[src/rtl/rgn_guard_pkg.sv]
package rgn_guard_pkg;
    localparam int NMST   = 4;
    localparam int MST_W  = $clog2(NMST);
    localparam int GRAN   = 5;
    localparam int BND_W  = 32 - GRAN;
    localparam int RT_W   = 4 * NMST;
    localparam int RIDX_W = MST_W + 2;

    localparam logic [1:0] HT_IDLE = 2'b00;

    typedef enum logic [1:0] {
        GS_PASS = 2'd0,
        GS_ERR1 = 2'd1,
        GS_ERR2 = 2'd2
    } gate_st_t;

    typedef struct packed {
        logic             priv;
        logic             wr;
        logic [MST_W-1:0] mst;
    } fault_info_t;
endpackage

[src/rtl/rgn_guard_regs.sv]
module rgn_guard_regs
    import rgn_guard_pkg::*;
#(
    parameter int NREG = 8
) (
    input  logic                         clk,
    input  logic                         rst_n,
    input  logic                         reg_we,
    input  logic [9:0]                   reg_addr,
    input  logic [31:0]                  reg_wdata,
    output logic [31:0]                  reg_rdata,
    input  logic                         fault_evt,
    input  logic [31:0]                  fault_addr,
    input  fault_info_t                  fault_info,
    output logic                         en,
    output logic [NREG-1:0][BND_W-1:0]   rg_lo,
    output logic [NREG-1:0][BND_W-1:0]   rg_hi,
    output logic [NREG-1:0][RT_W-1:0]    rg_rt,
    output logic [NREG-1:0]              rg_vld
);
    localparam int IDX_W = $clog2(NREG);

    typedef struct packed {
        logic                       en;
        logic                       flag;
        logic [31:0]                eaddr;
        fault_info_t                einfo;
        logic [NREG-1:0][BND_W-1:0] lo;
        logic [NREG-1:0][BND_W-1:0] hi;
        logic [NREG-1:0][RT_W-1:0]  rt;
        logic [NREG-1:0]            vld;
    } regs_t;

    regs_t r_d, r_q;

    logic             is_ctrl, is_eaddr, is_einfo, is_desc, is_alt, clr_w;
    logic [IDX_W-1:0] d_idx, a_idx;
    logic [1:0]       d_word;

    always_comb begin
        is_ctrl  = (reg_addr[9:2] == 8'd0);
        is_eaddr = (reg_addr[9:2] == 8'd1);
        is_einfo = (reg_addr[9:2] == 8'd2);
        is_desc  = (reg_addr[9:8] == 2'b01) && (int'(reg_addr[7:4]) < NREG);
        is_alt   = (reg_addr[9:8] == 2'b10) && (reg_addr[7:6] == 2'b00)
                   && (int'(reg_addr[5:2]) < NREG);
        d_idx    = reg_addr[4 +: IDX_W];
        a_idx    = reg_addr[2 +: IDX_W];
        d_word   = reg_addr[3:2];
        clr_w    = reg_we && is_ctrl && reg_wdata[8];
    end

    always_comb begin
        r_d = r_q;
        if (reg_we) begin
            if (is_ctrl) begin
                r_d.en = reg_wdata[0];
                if (reg_wdata[8]) r_d.flag = 1'b0;
            end
            if (is_desc) begin
                case (d_word)
                    2'd0: begin
                        r_d.lo[d_idx]  = reg_wdata[31:GRAN];
                        r_d.vld[d_idx] = 1'b0;
                    end
                    2'd1: begin
                        r_d.hi[d_idx]  = reg_wdata[31:GRAN];
                        r_d.vld[d_idx] = 1'b0;
                    end
                    2'd2: begin
                        r_d.rt[d_idx]  = reg_wdata[RT_W-1:0];
                        r_d.vld[d_idx] = 1'b0;
                    end
                    default: r_d.vld[d_idx] = reg_wdata[0];
                endcase
            end
            if (is_alt) r_d.rt[a_idx] = reg_wdata[RT_W-1:0];
        end
        if (fault_evt && (!r_q.flag || clr_w)) begin
            r_d.flag  = 1'b1;
            r_d.eaddr = fault_addr;
            r_d.einfo = fault_info;
        end
    end

    always_ff @(posedge clk) begin
        if (!rst_n) r_q <= '0;
        else        r_q <= r_d;
    end

    always_comb begin
        reg_rdata = '0;
        if (is_ctrl) begin
            reg_rdata[0] = r_q.en;
            reg_rdata[8] = r_q.flag;
        end else if (is_eaddr) begin
            reg_rdata = r_q.eaddr;
        end else if (is_einfo) begin
            reg_rdata[MST_W-1:0] = r_q.einfo.mst;
            reg_rdata[8]         = r_q.einfo.wr;
            reg_rdata[9]         = r_q.einfo.priv;
        end else if (is_desc) begin
            case (d_word)
                2'd0:    reg_rdata = {r_q.lo[d_idx], {GRAN{1'b0}}};
                2'd1:    reg_rdata = {r_q.hi[d_idx], {GRAN{1'b1}}};
                2'd2:    reg_rdata[RT_W-1:0] = r_q.rt[d_idx];
                default: reg_rdata[0] = r_q.vld[d_idx];
            endcase
        end else if (is_alt) begin
            reg_rdata[RT_W-1:0] = r_q.rt[a_idx];
        end
    end

    assign en     = r_q.en;
    assign rg_lo  = r_q.lo;
    assign rg_hi  = r_q.hi;
    assign rg_rt  = r_q.rt;
    assign rg_vld = r_q.vld;

    // a bound or rights write leaves the region invalid afterwards
    for (genvar i = 0; i < NREG; i++) begin : g_vchk
        a_r5_word_clears_valid: assert property (@(posedge clk) disable iff (!rst_n)
            (reg_we && is_desc && (int'(d_idx) == i) && (d_word != 2'd3)) |=> !r_q.vld[i]);
    end

    // alias writes never alter validity
    a_r6_alias_keeps_valid: assert property (@(posedge clk) disable iff (!rst_n)
        (reg_we && is_alt && !is_desc) |=> $stable(r_q.vld));

    // capture frozen while flag is up and not being cleared
    a_r11_capture_held: assert property (@(posedge clk) disable iff (!rst_n)
        (r_q.flag && !clr_w) |=> ($stable(r_q.eaddr) && $stable(r_q.einfo)));

    // a fault always leaves the flag set
    a_r11_flag_on_fault: assert property (@(posedge clk) disable iff (!rst_n)
        fault_evt |=> r_q.flag);
endmodule

[src/rtl/rgn_guard_match.sv]
module rgn_guard_match
    import rgn_guard_pkg::*;
#(
    parameter int NREG = 8
) (
    input  logic                       clk,
    input  logic                       rst_n,
    input  logic                       en,
    input  logic [31:0]                addr,
    input  logic [MST_W-1:0]           mst,
    input  logic                       priv,
    input  logic                       wr,
    input  logic [NREG-1:0][BND_W-1:0] rg_lo,
    input  logic [NREG-1:0][BND_W-1:0] rg_hi,
    input  logic [NREG-1:0][RT_W-1:0]  rg_rt,
    input  logic [NREG-1:0]            rg_vld,
    output logic                       allow
);
    logic [RIDX_W-1:0] ridx;
    logic [NREG-1:0]   hit;

    assign ridx = {mst, ~priv, wr};

    for (genvar i = 0; i < NREG; i++) begin : g_rgn
        logic in_lo, in_hi;
        always_comb begin
            in_lo  = (addr[31:GRAN] >= rg_lo[i]);
            in_hi  = (addr[31:GRAN] <= rg_hi[i]);
            hit[i] = rg_vld[i] && in_lo && in_hi && rg_rt[i][ridx];
        end
    end

    assign allow = !en || (|hit);

    // disabled guard never refuses
    a_r1_disabled_allows: assert property (@(posedge clk) disable iff (!rst_n)
        !en |-> allow);

    // no valid region means refusal when enabled
    a_r2_empty_refuses: assert property (@(posedge clk) disable iff (!rst_n)
        (en && (rg_vld == '0)) |-> !allow);
endmodule

[src/rtl/rgn_guard_gate.sv]
module rgn_guard_gate
    import rgn_guard_pkg::*;
(
    input  logic        clk,
    input  logic        rst_n,
    input  logic        allow,
    input  logic [1:0]  m_htrans,
    input  logic [31:0] m_haddr,
    input  logic        m_hwrite,
    input  logic        m_hpriv,
    input  logic [MST_W-1:0] m_hmaster,
    output logic [31:0] m_hrdata,
    output logic        m_hready,
    output logic        m_hresp,
    output logic [1:0]  s_htrans,
    input  logic [31:0] s_hrdata,
    input  logic        s_hready,
    input  logic        s_hresp,
    output logic        fault_evt,
    output logic [31:0] fault_addr,
    output fault_info_t fault_info
);
    typedef struct packed {
        gate_st_t st;
    } gate_t;

    gate_t g_d, g_q;
    logic  deny, accept;

    always_comb begin
        unique case (g_q.st)
            GS_ERR1: m_hready = 1'b0;
            GS_ERR2: m_hready = 1'b1;
            default: m_hready = s_hready;
        endcase
        m_hresp   = (g_q.st == GS_PASS) ? s_hresp  : 1'b1;
        m_hrdata  = (g_q.st == GS_PASS) ? s_hrdata : '0;
        deny      = m_htrans[1] && !allow;
        accept    = m_htrans[1] && m_hready;
        s_htrans  = ((g_q.st == GS_ERR1) || deny) ? HT_IDLE : m_htrans;
        fault_evt = accept && deny;
        fault_addr      = m_haddr;
        fault_info.mst  = m_hmaster;
        fault_info.wr   = m_hwrite;
        fault_info.priv = m_hpriv;

        g_d = g_q;
        if (g_q.st == GS_ERR1)  g_d.st = GS_ERR2;
        else if (fault_evt)     g_d.st = GS_ERR1;
        else                    g_d.st = GS_PASS;
    end

    always_ff @(posedge clk) begin
        if (!rst_n) g_q <= '{st: GS_PASS};
        else        g_q <= g_d;
    end

    // first error cycle stalls with ERROR
    a_r3_err_first: assert property (@(posedge clk) disable iff (!rst_n)
        fault_evt |=> (!m_hready && m_hresp));

    // second error cycle completes with ERROR
    a_r3_err_second: assert property (@(posedge clk) disable iff (!rst_n)
        (g_q.st == GS_ERR1) |=> (m_hready && m_hresp));

    // nothing reaches the slave during the stall cycle
    a_r3_no_forward: assert property (@(posedge clk) disable iff (!rst_n)
        (g_q.st == GS_ERR1) |-> (s_htrans == HT_IDLE));
endmodule

[src/rtl/rgn_guard.sv]
module rgn_guard
    import rgn_guard_pkg::*;
#(
    parameter int NREG = 8
) (
    input  logic        clk,
    input  logic        rst_n,
    input  logic        reg_we,
    input  logic [9:0]  reg_addr,
    input  logic [31:0] reg_wdata,
    output logic [31:0] reg_rdata,
    input  logic [1:0]  m_htrans,
    input  logic [31:0] m_haddr,
    input  logic        m_hwrite,
    input  logic [2:0]  m_hsize,
    input  logic        m_hpriv,
    input  logic [MST_W-1:0] m_hmaster,
    input  logic [31:0] m_hwdata,
    output logic [31:0] m_hrdata,
    output logic        m_hready,
    output logic        m_hresp,
    output logic [1:0]  s_htrans,
    output logic [31:0] s_haddr,
    output logic        s_hwrite,
    output logic [2:0]  s_hsize,
    output logic        s_hpriv,
    output logic [MST_W-1:0] s_hmaster,
    output logic [31:0] s_hwdata,
    output logic        s_hreadyin,
    input  logic [31:0] s_hrdata,
    input  logic        s_hready,
    input  logic        s_hresp
);
    logic                       en_w, allow_w, fault_w;
    logic [31:0]                faddr_w;
    fault_info_t                finfo_w;
    logic [NREG-1:0][BND_W-1:0] lo_w, hi_w;
    logic [NREG-1:0][RT_W-1:0]  rt_w;
    logic [NREG-1:0]            vld_w;

    rgn_guard_regs #(.NREG(NREG)) u_regs (
        .clk(clk), .rst_n(rst_n),
        .reg_we(reg_we), .reg_addr(reg_addr), .reg_wdata(reg_wdata), .reg_rdata(reg_rdata),
        .fault_evt(fault_w), .fault_addr(faddr_w), .fault_info(finfo_w),
        .en(en_w), .rg_lo(lo_w), .rg_hi(hi_w), .rg_rt(rt_w), .rg_vld(vld_w)
    );

    rgn_guard_match #(.NREG(NREG)) u_match (
        .clk(clk), .rst_n(rst_n), .en(en_w),
        .addr(m_haddr), .mst(m_hmaster), .priv(m_hpriv), .wr(m_hwrite),
        .rg_lo(lo_w), .rg_hi(hi_w), .rg_rt(rt_w), .rg_vld(vld_w),
        .allow(allow_w)
    );

    rgn_guard_gate u_gate (
        .clk(clk), .rst_n(rst_n), .allow(allow_w),
        .m_htrans(m_htrans), .m_haddr(m_haddr), .m_hwrite(m_hwrite),
        .m_hpriv(m_hpriv), .m_hmaster(m_hmaster),
        .m_hrdata(m_hrdata), .m_hready(m_hready), .m_hresp(m_hresp),
        .s_htrans(s_htrans), .s_hrdata(s_hrdata), .s_hready(s_hready), .s_hresp(s_hresp),
        .fault_evt(fault_w), .fault_addr(faddr_w), .fault_info(finfo_w)
    );

    assign s_haddr    = m_haddr;
    assign s_hwrite   = m_hwrite;
    assign s_hsize    = m_hsize;
    assign s_hpriv    = m_hpriv;
    assign s_hmaster  = m_hmaster;
    assign s_hwdata   = m_hwdata;
    assign s_hreadyin = m_hready;

    // disabled for three cycles means transfer type passes untouched
    a_r1_transparent: assert property (@(posedge clk) disable iff (!rst_n)
        (!en_w && $past(!en_w) && $past(!en_w, 2)) |-> (s_htrans == m_htrans));
endmodule

[config.mk]
export PLATFORM = sky130hd
export DESIGN_NAME = rgn_guard
export DESIGN_NICKNAME = d
export VERILOG_FILES = /design/src/rtl/rgn_guard_pkg.sv /design/src/rtl/rgn_guard_regs.sv /design/src/rtl/rgn_guard_match.sv /design/src/rtl/rgn_guard_gate.sv /design/src/rtl/rgn_guard.sv
export SDC_FILE = /design/constraint.sdc
export NUM_CORES = 2
export LEC_CHECK = 0
export ABC_AREA = 1
export BUFFER_PORTS_ARGS = -buffer_cell sky130_fd_sc_hd__buf_4
export CAP_MARGIN = 15
export CORE_MARGIN = 10
export CORE_UTILIZATION = 56
export CTS_BUF_LIST = sky130_fd_sc_hd__clkbuf_8 sky130_fd_sc_hd__clkbuf_16
export DETAILED_ROUTE_END_ITERATION = 10
export PLACE_DENSITY = 0.78
export SYNTH_ARGS = -nofsm -noshare
export SYNTH_HDL_FRONTEND = slang
export SYNTH_HIERARCHICAL = 1
export SYNTH_SLANG_ARGS = --single-unit
[constraint.sdc]
create_clock -name clk -period 3.65 [get_ports clk]
set_clock_uncertainty 0.15 [all_clocks]
set_input_delay 0.1825 -clock clk [delete_from_list [all_inputs] [get_ports clk]]
set_output_delay 0.1825 -clock clk [all_outputs]
set_load 0.02 [all_outputs]
==> flow_metrics.env <==
export IMPL_status="finished, violations left"
export IMPL_violations="setup timing"
export IMPL_grt_pass1_vias=40800
export IMPL_antenna_cells=0
export IMPL_crit_top_cell="nand2_1"
export IMPL_grt_pass1_wl_mm=245
export IMPL_grt_max_degree=187
export IMPL_cts_root_buf="clkbuf_16"
export IMPL_highest_layer="met5"
export IMPL_avgSynthCellArea_sq_um=6.66
export IMPL_worstPathRequired_ns=3.32
export IMPL_mostFrequentLayoutCell="nand2_1"
export IMPL_hold_path_startpoint="m_haddr[16]"
export IMPL_dieWidth_um=306
export IMPL_min_period_ns=3.66
export IMPL_synthTopCellsByArea="dfxtp_1 (27%), nand2_1 (14%), ha_1 (12%), buf_4 (11%), a21oi_1 (7.4%)"
export IMPL_grt_antenna_before_repair=2
export IMPL_synthDominantCellAreaShare_pct=26.5
export IMPL_synth_area_leader_cell="dfxtp_1"
export IMPL_relSlewSlack_pct=20.9
export IMPL_wire_per_inst_um=22.1
export IMPL_reg2reg_depth=18
export IMPL_coreArea_sq_um=80900
export IMPL_fp_dieH_um=306
export IMPL_yosys_cell_types_count=49
export IMPL_crit_fanout=3
export IMPL_dpl_instance_area_sq_um=43700
export IMPL_arrival_ns=3.33
export IMPL_io_pins=292
export IMPL_setup_viol=1
export IMPL_numClockSinks=608
export IMPL_globalplace_congestion=1.04
export IMPL_worstSetupPathType="flip-flop to primary output"
export IMPL_grt_use_total_pct=33.5
export IMPL_slew_violations=0
export IMPL_portBuffers=219
export IMPL_syn_inst=6890
export IMPL_syn_area_sq_um=45900
export IMPL_num_vias=44300
export IMPL_route_met2_wl_mm=71.5
export IMPL_fin_util_pct=57.9
export IMPL_worst_path_max_delay_cell="nor4_1"
export IMPL_fin_crit_sh_pct=100
export IMPL_hold_path_class="primary input to flip-flop"
export IMPL_leakagePower_uw=0.0191
export IMPL_rsz0062_at_grt="false"
export IMPL_hold_path_cell_count=4
export IMPL_seq_area_frac_synth_pct=26.5
export IMPL_layout_common_cells="nand2_1 (1726), inv_1 (768), a21oi_1 (674)"
export IMPL_worst_pin_slew_ns=1.18
export IMPL_clkTransAtPathRegs_ns=0.06
export IMPL_first_iter_violations=5609
export IMPL_synthesis_nets=7477
export IMPL_hold_viol=0
export IMPL_dp_slack_ns=0.162
export IMPL_cts_tree="yes"
export IMPL_path_cells="inv_1 -> ha_1 -> nand2_1 -> nor4_1 -> buf_4 -> nand4_1 -> nand2_1 -> nand3_1 -> nand2_1 -> nor2_2 -> nand2_4 -> nor2_1 -> nor3_1 -> buf_4"
export IMPL_drv_cap=0
export IMPL_route_detailed_drc=0
export IMPL_cp_end_kind="primary output"
export IMPL_globalRouteOverflowTotal=0
export IMPL_cp_startpoint="u_regs/rg_hi[23]"
export IMPL_dieArea_sq_um=93800
export IMPL_clockBufferDepth=3
export IMPL_worst_setup_path_start_kind="flip-flop"
export IMPL_wl_met1_mm=61.0
export IMPL_power_density_nw_per_um2=355
export IMPL_worst_slack_ns=-0.0130
export IMPL_worstSkewPairLatency_ns=0.64
export IMPL_cts_made_buffers=71
export IMPL_layout_nets=6957
export IMPL_postRouteAntennaNets=0
export IMPL_dp_hpwl_mm=118
export IMPL_yosysWarnings=6
export IMPL_start_util_pct=56.7
export IMPL_dr_pass1_iters=8
export IMPL_fmax_mhz=273
export IMPL_dr_wl_met3_mm=19.1
export IMPL_r2r_start="u_regs/rg_hi[23]"
export IMPL_drive_gt1_share_pct=9.02
export IMPL_ir_worst_vdd_v=0.000359
export IMPL_drt_wl_total_mm=166
export IMPL_areaGrowthSynthToFinish_pct=2.14
export IMPL_viasPerCell=5.92
export IMPL_htree_levels=3
export IMPL_max_stage_delay_ns=0.45
export IMPL_setup_tns_ns=-0.0130
export IMPL_rows=104
export IMPL_synth_seq_cells=608
export IMPL_stdcell_area_sq_um=46900
logic make-up after synthesis:
kind of cell,after synthesis,share of synthesized area [%]
simple gates,2607,23.4
buf+inv,1784,20.8
compound gates,1456,17.4
flops,608,26.5
fa+ha+maj,435,11.9
power by group:
group | total [uW] | switching [uW] | internal (uW)
clock | 7850 | 3110 | 4730
sequential | 6660 | 13.4 | 6650
combinational | 2160 | 1470 | 690
state kept, by name, summed over array words and instances, names as in the netlist:
register and count:
u_regs/rg_lo 216, u_regs/r_q 37, u_regs/rg_hi 216, u_regs/rg_vld 8
u_regs/en 1, u_regs/rg_rt 128, u_gate/g_q 2
cell type report:
| class | count | area, sq um |
|---|---|---|
| multi-input combinational | 4498 | 24300 |
| sequential | 608 | 12200 |
| clock buffer | 92 | 2120 |
| tap | 1060 | 1330 |
| timing repair buffer | 415 | 3580 |
| inverter | 776 | 2930 |
| clock inverter | 39 | 433 |
| fill | 7639 | 34000 |
repair_timing:
action	CTS	global route
buffers inserted	0	1
gates resized for setup	1	29
hold buffers	51	0
endpoints found under the hold margin	233	0
setup endpoints to repair	2	33
pin swaps	0	7
per-layer routing:
metal  GRT usage [%]  up-vias
met5               0        -
met2            51.6     2826
met3            7.46      676
met4            25.6        2
li1                -    20800
met1            40.4    20100
synth_stat cells (all sizes together):
cell type,instances
nand3b,4
nor2b,2
a21o,22
or2,2
o21a,26
a211oi,124
nor3b,2
a21oi,676
nand4,127
and2,8
clkinv,5
nor4b,3
ha,435
a22oi,56
a31oi,2
o2111ai,11
a22o,4
or3b,1
o22ai,13
o211ai,5
inv,771
clkbuf,157
o21ai,515
nand2,1744
nand2b,1
o221ai,2
nor2,437
nor4,7
nor3,28
buf,851
dfxtp,608
nand3,241
final timing paths:
path                                         end  slack [ns]
worst max-delay path                 s_htrans[0]       -0.01
worst min-delay path             u_regs/r_q[588]        0.05
worst max register to register   u_regs/r_q[581]        0.31
worst min register to register  u_regs/rg_hi[15]        0.32
worst max-delay path, delay by kind of cell (launching register included):
family | cells | cell delay (ns)
AND/OR/NAND/NOR | 10 | 1.50
buffers and inverters | 3 | 0.48
adder cells (fa/ha/maj) | 1 | 0.35
flip-flops | 1 | 0.39
stage by stage:
| step | power [uW] | instances | hold slack, ns |
|---|---|---|---|
| after global routing | 17100 | 7488 | 0.0432 |
| final | 16700 | 7488 | 0.0505 |
| after floorplan | 8060 | 6890 | 0.130 |
| after detailed placement | 8820 | 7305 | 0.215 |
| after CTS | 16600 | 7487 | 0.0125 |
| after global placement | 8780 | 7305 | 0.215 |
No activity file was read; power rests on OpenSTA's default activity.
